**config.mk**
```make
export PLATFORM = sky130hd
export DESIGN_NAME = ssc_mod_ctrl
export DESIGN_NICKNAME = d
export VERILOG_FILES = /design/src/rtl/ssc_pkg.sv /design/src/rtl/ssc_sel_decode.sv /design/src/rtl/ssc_tri_seq.sv /design/src/rtl/ssc_nco.sv /design/src/rtl/ssc_mod_ctrl.sv
export SDC_FILE = /design/constraint.sdc
export NUM_CORES = 1
export LEC_CHECK = 0
export BUFFER_PORTS_ARGS = -buffer_cell sky130_fd_sc_hd__buf_2
export CAP_MARGIN = 20
export CORE_MARGIN = 10
export CORE_UTILIZATION = 30
export DETAILED_ROUTE_END_ITERATION = 10
export GPL_ROUTABILITY_DRIVEN = 0
export GPL_TIMING_DRIVEN = 0
export HOLD_SLACK_MARGIN = 0.12
export PLACE_DENSITY = 0.55
export SLEW_MARGIN = 10
export SYNTH_ARGS = -nofsm -noshare
export SYNTH_HDL_FRONTEND = slang
export SYNTH_HIERARCHICAL = 1
export SYNTH_SLANG_ARGS = --single-unit
```
**constraint.sdc**
```tcl
create_clock -name clk -period 122.6 [get_ports clk]
set_input_delay 24.52 -clock clk [delete_from_list [all_inputs] [get_ports clk]]
set_output_delay 24.52 -clock clk [all_outputs]
set_load 0.01 [all_outputs]
```
**src/rtl/ssc_pkg.sv**
```systemverilog
// Shared types for the spread-spectrum modulation controller.
package ssc_pkg;

    // Quarter of the triangle currently being produced.
    typedef enum logic [1:0] {
        PH_RISE_A = 2'd0,   // 0 up to +peak
        PH_FALL_A = 2'd1,   // +peak down to 0
        PH_FALL_B = 2'd2,   // 0 down to -peak
        PH_RISE_B = 2'd3    // -peak up to 0
    } ssc_phase_e;

endpackage

```
**src/rtl/ssc_sel_decode.sv**
```systemverilog
// Select decoder: turns the range select, spread code and nominal word into
// a sweep period, a quarter period and a peak offset magnitude.
// Assumes each divisor is a multiple of four and SPAN_DEN is non-zero.
module ssc_sel_decode #(
    parameter int TW_W     = 32,
    parameter int MAG_W    = 27,
    parameter int PER_W    = 10,
    parameter int QTR_W    = 8,
    parameter int DIV_A    = 120,
    parameter int DIV_B    = 240,
    parameter int DIV_C    = 480,
    parameter int DIV_D    = 720,
    parameter int SPAN_DEN = 400,
    parameter int SPAN_BASE = 2,
    parameter int CODE_SAT = 6
) (
    input  logic [1:0]       sel,
    input  logic [2:0]       code,
    input  logic [TW_W-1:0]  nom,
    output logic [PER_W-1:0] per,
    output logic [QTR_W-1:0] qtr,
    output logic [MAG_W-1:0] peak
);
    localparam int PW = TW_W + 4;

    logic [2:0]    code_eff;
    logic [3:0]    factor;
    logic [PW-1:0] prod;
    logic [PW-1:0] quo;

    // Map the range select onto a sweep length.
    always_comb begin
        case (sel)
            2'b00:   per = PER_W'(DIV_A);
            2'b01:   per = PER_W'(DIV_B);
            2'b10:   per = PER_W'(DIV_C);
            default: per = PER_W'(DIV_D);
        endcase
        qtr = QTR_W'(per >> 2);
    end

    // Clamp the code and scale the nominal word into the peak magnitude.
    always_comb begin
        code_eff = (code > 3'(CODE_SAT)) ? 3'(CODE_SAT) : code;
        factor   = 4'(SPAN_BASE) + {1'b0, code_eff};
        prod     = PW'(nom) * PW'(factor);
        quo      = prod / PW'(SPAN_DEN);
        peak     = MAG_W'(quo);
    end

endmodule

```
**src/rtl/ssc_tri_seq.sv**
```systemverilog
// Triangle sequencer: holds the latched settings and steps a signed offset
// through four quarters. Within each quarter the magnitude is
// floor(peak*i/quarter), built from an integer step and a remainder
// accumulator, so the extremes are exact and nothing drifts.
// Settings load during reset and on the last sample of each sweep.
// Assumes the quarter length is at least one.
module ssc_tri_seq
    import ssc_pkg::*;
#(
    parameter int TW_W  = 32,
    parameter int OFS_W = 28,
    parameter int PER_W = 10,
    parameter int QTR_W = 8
) (
    input  logic                    clk,
    input  logic                    rst_n,
    input  logic [PER_W-1:0]        ld_per,
    input  logic [QTR_W-1:0]        ld_qtr,
    input  logic [OFS_W-2:0]        ld_peak,
    input  logic [TW_W-1:0]         ld_nom,
    output logic signed [OFS_W-1:0] ofs,
    output logic                    wrap,
    output logic [PER_W-1:0]        per_l,
    output logic [OFS_W-2:0]        peak_l,
    output logic [OFS_W-2:0]        step_q,
    output logic [TW_W-1:0]         nom_l
);
    localparam int MAG_W = OFS_W - 1;

    ssc_phase_e       ph;
    logic [QTR_W-1:0] idx;
    logic [QTR_W-1:0] rem;
    logic [QTR_W-1:0] qtr_l;
    logic [QTR_W-1:0] frac;
    logic [QTR_W:0]   rem_sum;
    logic [QTR_W-1:0] rem_nxt;
    logic [MAG_W-1:0] mag_acc;
    logic [MAG_W-1:0] mag_nxt;
    logic [MAG_W-1:0] mag;
    logic             neg;
    logic             last;
    logic             load;

    // Integer step and remainder of peak divided by the quarter length.
    always_comb begin
        step_q = peak_l / MAG_W'(qtr_l);
        frac   = QTR_W'(peak_l % MAG_W'(qtr_l));
    end

    // Next magnitude from step plus carried remainder.
    always_comb begin
        rem_sum = {1'b0, rem} + {1'b0, frac};
        if (rem_sum >= {1'b0, qtr_l}) begin
            rem_nxt = QTR_W'(rem_sum - {1'b0, qtr_l});
            mag_nxt = mag_acc + step_q + MAG_W'(1);
        end else begin
            rem_nxt = QTR_W'(rem_sum);
            mag_nxt = mag_acc + step_q;
        end
    end

    // End-of-quarter and end-of-sweep detection.
    always_comb begin
        last = (idx == qtr_l - QTR_W'(1));
        wrap = last && (ph == PH_RISE_B);
        load = !rst_n || wrap;
    end

    // Signed offset from quarter and magnitude.
    always_comb begin
        case (ph)
            PH_RISE_A: begin mag = mag_acc;          neg = 1'b0; end
            PH_FALL_A: begin mag = peak_l - mag_acc; neg = 1'b0; end
            PH_FALL_B: begin mag = mag_acc;          neg = 1'b1; end
            default:   begin mag = peak_l - mag_acc; neg = 1'b1; end
        endcase
        ofs = neg ? -$signed({1'b0, mag}) : $signed({1'b0, mag});
    end

    // Latch settings in reset and at the sweep boundary only.
    always_ff @(posedge clk) begin
        if (load) begin
            per_l  <= ld_per;
            qtr_l  <= ld_qtr;
            peak_l <= ld_peak;
            nom_l  <= ld_nom;
        end
    end

    // Advance the quarter, the index and the magnitude accumulator.
    always_ff @(posedge clk) begin
        if (!rst_n) begin
            ph      <= PH_RISE_A;
            idx     <= '0;
            mag_acc <= '0;
            rem     <= '0;
        end else if (last) begin
            ph      <= ssc_phase_e'(ph + 2'd1);
            idx     <= '0;
            mag_acc <= '0;
            rem     <= '0;
        end else begin
            idx     <= idx + QTR_W'(1);
            mag_acc <= mag_nxt;
            rem     <= rem_nxt;
        end
    end

endmodule

```
**src/rtl/ssc_nco.sv**
```systemverilog
// Phase-accumulator NCO: adds nominal word plus signed offset every cycle
// and registers the carry as a one-cycle enable pulse.
// Assumes nom plus the offset stays below 2^TW_W.
module ssc_nco #(
    parameter int TW_W  = 32,
    parameter int OFS_W = 28
) (
    input  logic                    clk,
    input  logic                    rst_n,
    input  logic [TW_W-1:0]         nom,
    input  logic signed [OFS_W-1:0] ofs,
    output logic                    tick
);
    logic [TW_W-1:0] acc;
    logic [TW_W:0]   inc;
    logic [TW_W:0]   sum;

    // Form the increment and the next accumulator value.
    always_comb begin
        inc = {1'b0, nom} + {{(TW_W + 1 - OFS_W){ofs[OFS_W-1]}}, ofs};
        sum = {1'b0, acc} + {1'b0, inc[TW_W-1:0]};
    end

    // Accumulate and register the overflow.
    always_ff @(posedge clk) begin
        if (!rst_n) begin
            acc  <= '0;
            tick <= 1'b0;
        end else begin
            acc  <= sum[TW_W-1:0];
            tick <= sum[TW_W];
        end
    end

endmodule

```
**src/rtl/ssc_mod_ctrl.sv**
```systemverilog
// Spread-spectrum modulation controller top. Decodes the settings (forced to
// the reset defaults while reset is low), runs the triangle sequencer and
// drives the NCO. Divisors must be multiples of four.
module ssc_mod_ctrl #(
    parameter int         TW_W      = 32,
    parameter int         DIV_A     = 120,
    parameter int         DIV_B     = 240,
    parameter int         DIV_C     = 480,
    parameter int         DIV_D     = 720,
    parameter int         SPAN_DEN  = 400,
    parameter int         SPAN_BASE = 2,
    parameter int         CODE_SAT  = 6,
    parameter logic [1:0] RST_SEL   = 2'b10,
    parameter logic [2:0] RST_CODE  = 3'd2
) (
    input  logic                   clk,
    input  logic                   rst_n,
    input  logic [1:0]             rng_sel,
    input  logic [2:0]             spread_code,
    input  logic [TW_W-1:0]        nom_tw,
    output logic signed [TW_W-5:0] freq_ofs,
    output logic                   clk_en
);
    localparam int OFS_W   = TW_W - 4;
    localparam int MAG_W   = OFS_W - 1;
    localparam int PER_W   = $clog2(DIV_D + 1);
    localparam int QTR_W   = $clog2(DIV_D / 4 + 1);
    localparam int RST_PER = (RST_SEL == 2'b00) ? DIV_A :
                             (RST_SEL == 2'b01) ? DIV_B :
                             (RST_SEL == 2'b10) ? DIV_C : DIV_D;

    logic [1:0]       sel_eff;
    logic [2:0]       code_in;
    logic [PER_W-1:0] dec_per;
    logic [QTR_W-1:0] dec_qtr;
    logic [MAG_W-1:0] dec_peak;
    logic             wrap;
    logic [PER_W-1:0] per_l;
    logic [MAG_W-1:0] peak_l;
    logic [MAG_W-1:0] step_q;
    logic [TW_W-1:0]  nom_l;

    // Reset forces the default mode into the decoder.
    always_comb begin
        sel_eff = rst_n ? rng_sel     : RST_SEL;
        code_in = rst_n ? spread_code : RST_CODE;
    end

    ssc_sel_decode #(
        .TW_W(TW_W), .MAG_W(MAG_W), .PER_W(PER_W), .QTR_W(QTR_W),
        .DIV_A(DIV_A), .DIV_B(DIV_B), .DIV_C(DIV_C), .DIV_D(DIV_D),
        .SPAN_DEN(SPAN_DEN), .SPAN_BASE(SPAN_BASE), .CODE_SAT(CODE_SAT)
    ) u_dec (
        .sel(sel_eff), .code(code_in), .nom(nom_tw),
        .per(dec_per), .qtr(dec_qtr), .peak(dec_peak)
    );

    ssc_tri_seq #(
        .TW_W(TW_W), .OFS_W(OFS_W), .PER_W(PER_W), .QTR_W(QTR_W)
    ) u_seq (
        .clk(clk), .rst_n(rst_n),
        .ld_per(dec_per), .ld_qtr(dec_qtr), .ld_peak(dec_peak), .ld_nom(nom_tw),
        .ofs(freq_ofs), .wrap(wrap), .per_l(per_l), .peak_l(peak_l),
        .step_q(step_q), .nom_l(nom_l)
    );

    ssc_nco #(
        .TW_W(TW_W), .OFS_W(OFS_W)
    ) u_nco (
        .clk(clk), .rst_n(rst_n), .nom(nom_l), .ofs(freq_ofs), .tick(clk_en)
    );

endmodule

```
==> impl_metrics.json, run 1 <==
{
  "cp-end-kind": "flop",
  "max_stage_delay_ps": 710,
  "start_util_pct": 30.2,
  "grt_usage_pct": 15.6,
  "wl_per_cell_um": 17.2,
  "slew_viol_final": 0,
  "drt-initial-drc-count": 2799,
  "place_area_um2": 39900,
  "cts_resized": 0,
  "post-cts-setup-buffers": 0,
  "syn-num-nets": 5396,
  "numPlacedInstances": 6626,
  "fin_setup_tns_ps": 0,
  "status": "complete, no violations",
  "layout.cells.non_filler": 6664,
  "syn2layout_area_growth_pct": 8.51,
  "startpoint": "u_seq/qtr_l[0]$_DFFE_PP_",
  "h-tree-depth": 4,
  "min_period_ps": 84830,
  "num_rows": 129,
  "crit_slowest_cell": "a41oi_1",
  "cts_buffers": 17,
  "hpwlAfterDp_um": 95200,
  "timing.rr.end": "u_seq/mag_acc[26]$_SDFF_PP0_",
  "syn_inst": 4914,
  "hold_start": "u_seq/idx[0]$_SDFF_PP0_",
  "fmax_ghz": 0.0118,
  "drive_gt1_share_pct": 10.1,
  "core_area_um2": 124000,
  "stdcell_area_um2": 40500,
  "antenna_left": 0,
  "hp-class": "reg2reg",
  "worstRegToRegCells": 353,
  "min_to": "u_seq/idx[0]$_SDFF_PP0_",
  "period_share_pct": 69.2,
  "first_pass_iters": 6,
  "via_count": 37200,
  "grt_max_degree": 30,
  "hold_viol": 0,
  "maxCapViolCount": 0,
  "die_y_um": 373,
  "antenna_found_initial": 3,
  "clkTransAtPathRegs_ps": 60,
  "ff2ff_setup_slack_ps": 37770,
  "port_buffers": 67,
  "final_nets": 5491,
  "cp_data_required_time_ps": 122920,
  "worst-path-max-fanout": 14,
  "cts_tree": "done",
  "insertion_delay_ps": 460,
  "yosysWarnings": 6,
  "finalSetupViolCount": 0,
  "drc": 0,
  "grt_pass1_vias": 35400,
  "syn_avg_cell_area_um2": 7.59,
  "vias_per_cell": 5.58,
  "die_width_um": 373,
  "critPathBufInv": 34,
  "overflow": 0,
  "die-area_um2": 139000,
  "rr_startpoint": "u_seq/qtr_l[0]$_DFFE_PP_",
  "worstPathArrival_ps": 85150,
  "crit_type": "reg2reg",
  "tightestPinTransition_ps": 1130,
  "root_buffer": "clkbuf_16",
  "grt_pass1_wl_um": 185000,
  "io_pins": 68,
  "crit_top_cell": "o21a_1",
  "clk_path_buf_depth": 2,
  "clock-sinks": 145,
  "cp_top_family": "compound AO/OA/AOI/OAI gates",
  "slew_headroom_pct": 24.0,
  "syn_area_um2": 37300,
  "wl_um": 115000,
  "setup.worst_path.start_class": "flop",
  "fin_skew_ps": 11.1,
  "grt_setup_unrepaired": "false",
  "worstHoldPathCells": 1,
  "cts_hold_buffers": 0
}
[worst register-to-register path: cells and delay by family (launching register included)]
| family | cells | cell delay [ps] |
|---|---|---|
| XOR/XNOR | 2 | 310 |
| flip-flops | 1 | 580 |
| adder cells (fa/ha/maj) | 29 | 8810 |
| multiplexers | 12 | 3760 |
| buffers and inverters | 34 | 8640 |
| AND/OR/NAND/NOR | 78 | 18920 |
| AO/OA/AOI/OAI | 198 | 43750 |
[sequential cells by signal, indices dropped and copies added (netlist names)]
name,flops
u_seq/qtr_l,8
u_seq/peak_l,27
u_seq/ph,2
u_nco/acc,32
u_seq/nom_l,32
u_seq/idx,8
u_seq/rem,8
u_seq/mag_acc,27
u_nco/tick,1
[cell usage in the layout (no fill, tap or decap), types with 72 or more instances in the layout]
cell      count
xnor2_1     244
xor2_1      126
a21o_1      108
dfxtp_1      78
o211ai_1     72
nand2_1     360
nand4_1      73
nor3_1      192
clkbuf_1     99
o21ai_0     212
a21oi_1     350
nand3_1     117
o21a_1      146
inv_1       242
ha_1        376
buf_2       110
and2_1      138
nor2_1      440
[stage by stage]
step	hold WS [ps]	utilization [%]	setup slack (ps)
finish	518	32.7	37770
global route	543	32.7	29490
CTS	523	32.7	38370
detailed placement	507	32.3	38820
global placement	496	32.1	38820
floorplan	455	-	52530
[how the worst max path moves through the flow]
stage / cells after the start / slack (ps) / end
final: 353 / 37770 / u_seq/mag_acc[26]$_SDFF_PP0_
after global placement: 353 / 38820 / u_seq/mag_acc[26]$_SDFF_PP0_
after global routing: 355 / 29490 / u_seq/mag_acc[26]$_SDFF_PP0_
after floorplan: 360 / 52530 / u_seq/mag_acc[26]$_SDFF_PP0_
after detailed placement: 353 / 38820 / u_seq/mag_acc[26]$_SDFF_PP0_
after CTS: 353 / 38370 / u_seq/mag_acc[26]$_SDFF_PP0_
[metal layers]
metal,track usage (%),vias up,wire (um)
met4,3.36,0,1880
met5,0,-,0
met2,26.1,829,52100
met3,1.44,95,4660
li1,-,18600,-
met1,21.5,17700,55900
[cell type report]
type                            count  area [um^2]
Antenna cell                        5         12.5
Buffer                            171          831
Clock buffer                       20          447
Clock inverter                     12         92.6
Fill cell                       13400        83200
Inverter                          266         1010
Multi-Input combinational cell   4332        31900
Sequential cell                   145         3570
Tap cell                         1637         2050
Timing Repair Buffer               76          563
Power of run 1 is not shown: default switching activity piles up to over one toggle a cycle in this logic, so the estimate is an artifact.
==> run 2: changes to the inputs <==
==> constraint.sdc (replaced) <==
create_clock -name clk -period 82 [get_ports clk]
set_input_delay 16.4 -clock clk [delete_from_list [all_inputs] [get_ports clk]]
set_output_delay 16.4 -clock clk [all_outputs]
set_load 0.01 [all_outputs]
==> impl_metrics.json, run 2 (synthesis results as in run 1) <==
{
  "die_width_um": 373,
  "maxCapViolCount": 0,
  "antenna_found_initial": 3,
  "layout.cells.non_filler": 6698,
  "die_y_um": 373,
  "clk_path_buf_depth": 2,
  "setup.worst_path.start_class": "flop",
  "overflow": 0,
  "io_pins": 68,
  "clkTransAtPathRegs_ps": 60,
  "final_common_cell": "nor2_1",
  "grt_pass1_vias": 35400,
  "num_rows": 129,
  "grt_usage_pct": 15.6,
  "grt_max_degree": 30,
  "drc": 0,
  "syn2layout_area_growth_pct": 10.0,
  "crit_top_cell": "o21a_1",
  "cts_buffers": 17,
  "clock-sinks": 145,
  "finalSetupViolCount": 0,
  "wl_um": 115000,
  "start_util_pct": 30.2,
  "slew_headroom_pct": 26.6,
  "final_nets": 5527,
  "first_pass_iters": 5,
  "cp_top_family": "compound AO/OA/AOI/OAI gates",
  "worst-path-max-fanout": 12,
  "cts_tree": "done",
  "rr_startpoint": "u_seq/qtr_l[6]$_DFFE_PP_",
  "numPlacedInstances": 6626,
  "port_buffers": 67,
  "antenna_left": 0,
  "cts_hold_buffers": 0,
  "drt-initial-drc-count": 2821,
  "grt_pass1_wl_um": 185000,
  "drive_gt1_share_pct": 11.8,
  "final_cell_mix": "nor2_1, ha_1, nand2_1",
  "fin_skew_ps": 10.9,
  "worstRegToRegCells": 362,
  "wl_per_cell_um": 17.2,
  "core_area_um2": 124000,
  "worstHoldPathCells": 1,
  "hold_viol": 0,
  "slew_viol_final": 0,
  "hold_ws_ps": 519,
  "worstPathArrival_ps": 75960,
  "cp-end-kind": "flop",
  "fmax_ghz": 0.0132,
  "hp-class": "reg2reg",
  "status": "complete, no violations",
  "ff2ff_setup_slack_ps": 6350,
  "period_share_pct": 92.3,
  "min_to": "u_seq/idx[0]$_SDFF_PP0_",
  "die-area_um2": 139000,
  "tightestPinTransition_ps": 1090,
  "hpwlAfterDp_um": 95200,
  "crit_slowest_cell": "or4b_1",
  "crit_type": "reg2reg",
  "insertion_delay_ps": 460,
  "via_count": 37300,
  "critPathBufInv": 37,
  "largest_registers": "u_nco/acc: 32 flops, u_seq/nom_l: 32 flops",
  "h-tree-depth": 4,
  "root_buffer": "clkbuf_16",
  "hold_start": "u_seq/idx[0]$_SDFF_PP0_",
  "timing.rr.end": "u_seq/mag_acc[26]$_SDFF_PP0_",
  "cp_data_required_time_ps": 82320,
  "fin_setup_tns_ps": 0,
  "min_period_ps": 75650,
  "fin_util_pct": 33.2,
  "max_stage_delay_ps": 550,
  "vias_per_cell": 5.57
}
==> run 2: cell count changes in the layout (fill, tap and decap cells not counted), moves of 6 or more <==
| cell | previous run | this run |
|---|---|---|
| clkbuf_2 | 1 | 10 |
| buf_4 | 19 | 57 |
| clkbuf_1 | 99 | 82 |
| a21oi_1 | 350 | 344 |
| o21ai_0 | 212 | 206 |
| clkbuf_4 | 1 | 7 |
==> run 2: per-layer routing <==
layer | global-route usage, % | up-vias | routed length (um)
met2 | 26.1 | 789 | 52300
met4 | 3.34 | 0 | 1900
met3 | 1.44 | 96 | 4490
met1 | 21.5 | 17800 | 56300
met5 | 0 | - | 0
li1 | - | 18600 | -
==> run 2: worst max path at each step <==
stage	start	endpoint	slack, ps	cells after the start
after global placement	u_seq/qtr_l[0]$_DFFE_PP_	u_seq/mag_acc[26]$_SDFF_PP0_	-1780	353
after detailed placement	u_seq/qtr_l[0]$_DFFE_PP_	u_seq/mag_acc[26]$_SDFF_PP0_	-1780	353
final	u_seq/qtr_l[6]$_DFFE_PP_	u_seq/mag_acc[26]$_SDFF_PP0_	6350	362
after global routing	u_seq/qtr_l[6]$_DFFE_PP_	u_seq/mag_acc[26]$_SDFF_PP0_	-110	360
after CTS	u_seq/qtr_l[3]$_DFFE_PP_	u_seq/mag_acc[26]$_SDFF_PP0_	130	354
after floorplan	u_seq/qtr_l[0]$_DFFE_PP_	u_seq/mag_acc[26]$_SDFF_PP0_	11930	360
==> run 2: stage by stage <==
stage               setup WS [ps]  instance area, um^2
global placement            -1780                39700
detailed placement          -1780                39900
floorplan                   11930                37300
finish                       6350                41000
global route                 -113                41000
CTS                           128                40500
==> run 2: layout make-up <==
cell class,count,area (um^2)
Timing Repair Buffer,114,848
Sequential cell,145,3570
Inverter,266,1010
Clock inverter,12,92.6
Buffer,169,858
Tap cell,1637,2050
Clock buffer,20,447
Antenna cell,3,7.51
Fill cell,13300,82600
Multi-Input combinational cell,4332,32200
==> run 2: repair_timing <==
item,in CTS,in global routing
resized for setup,11,91
pin swaps,2,14
endpoints found under the hold margin,0,0
buffers inserted,4,34
setup endpoints to repair,35,35
Power of run 2 is left out for the same reason.
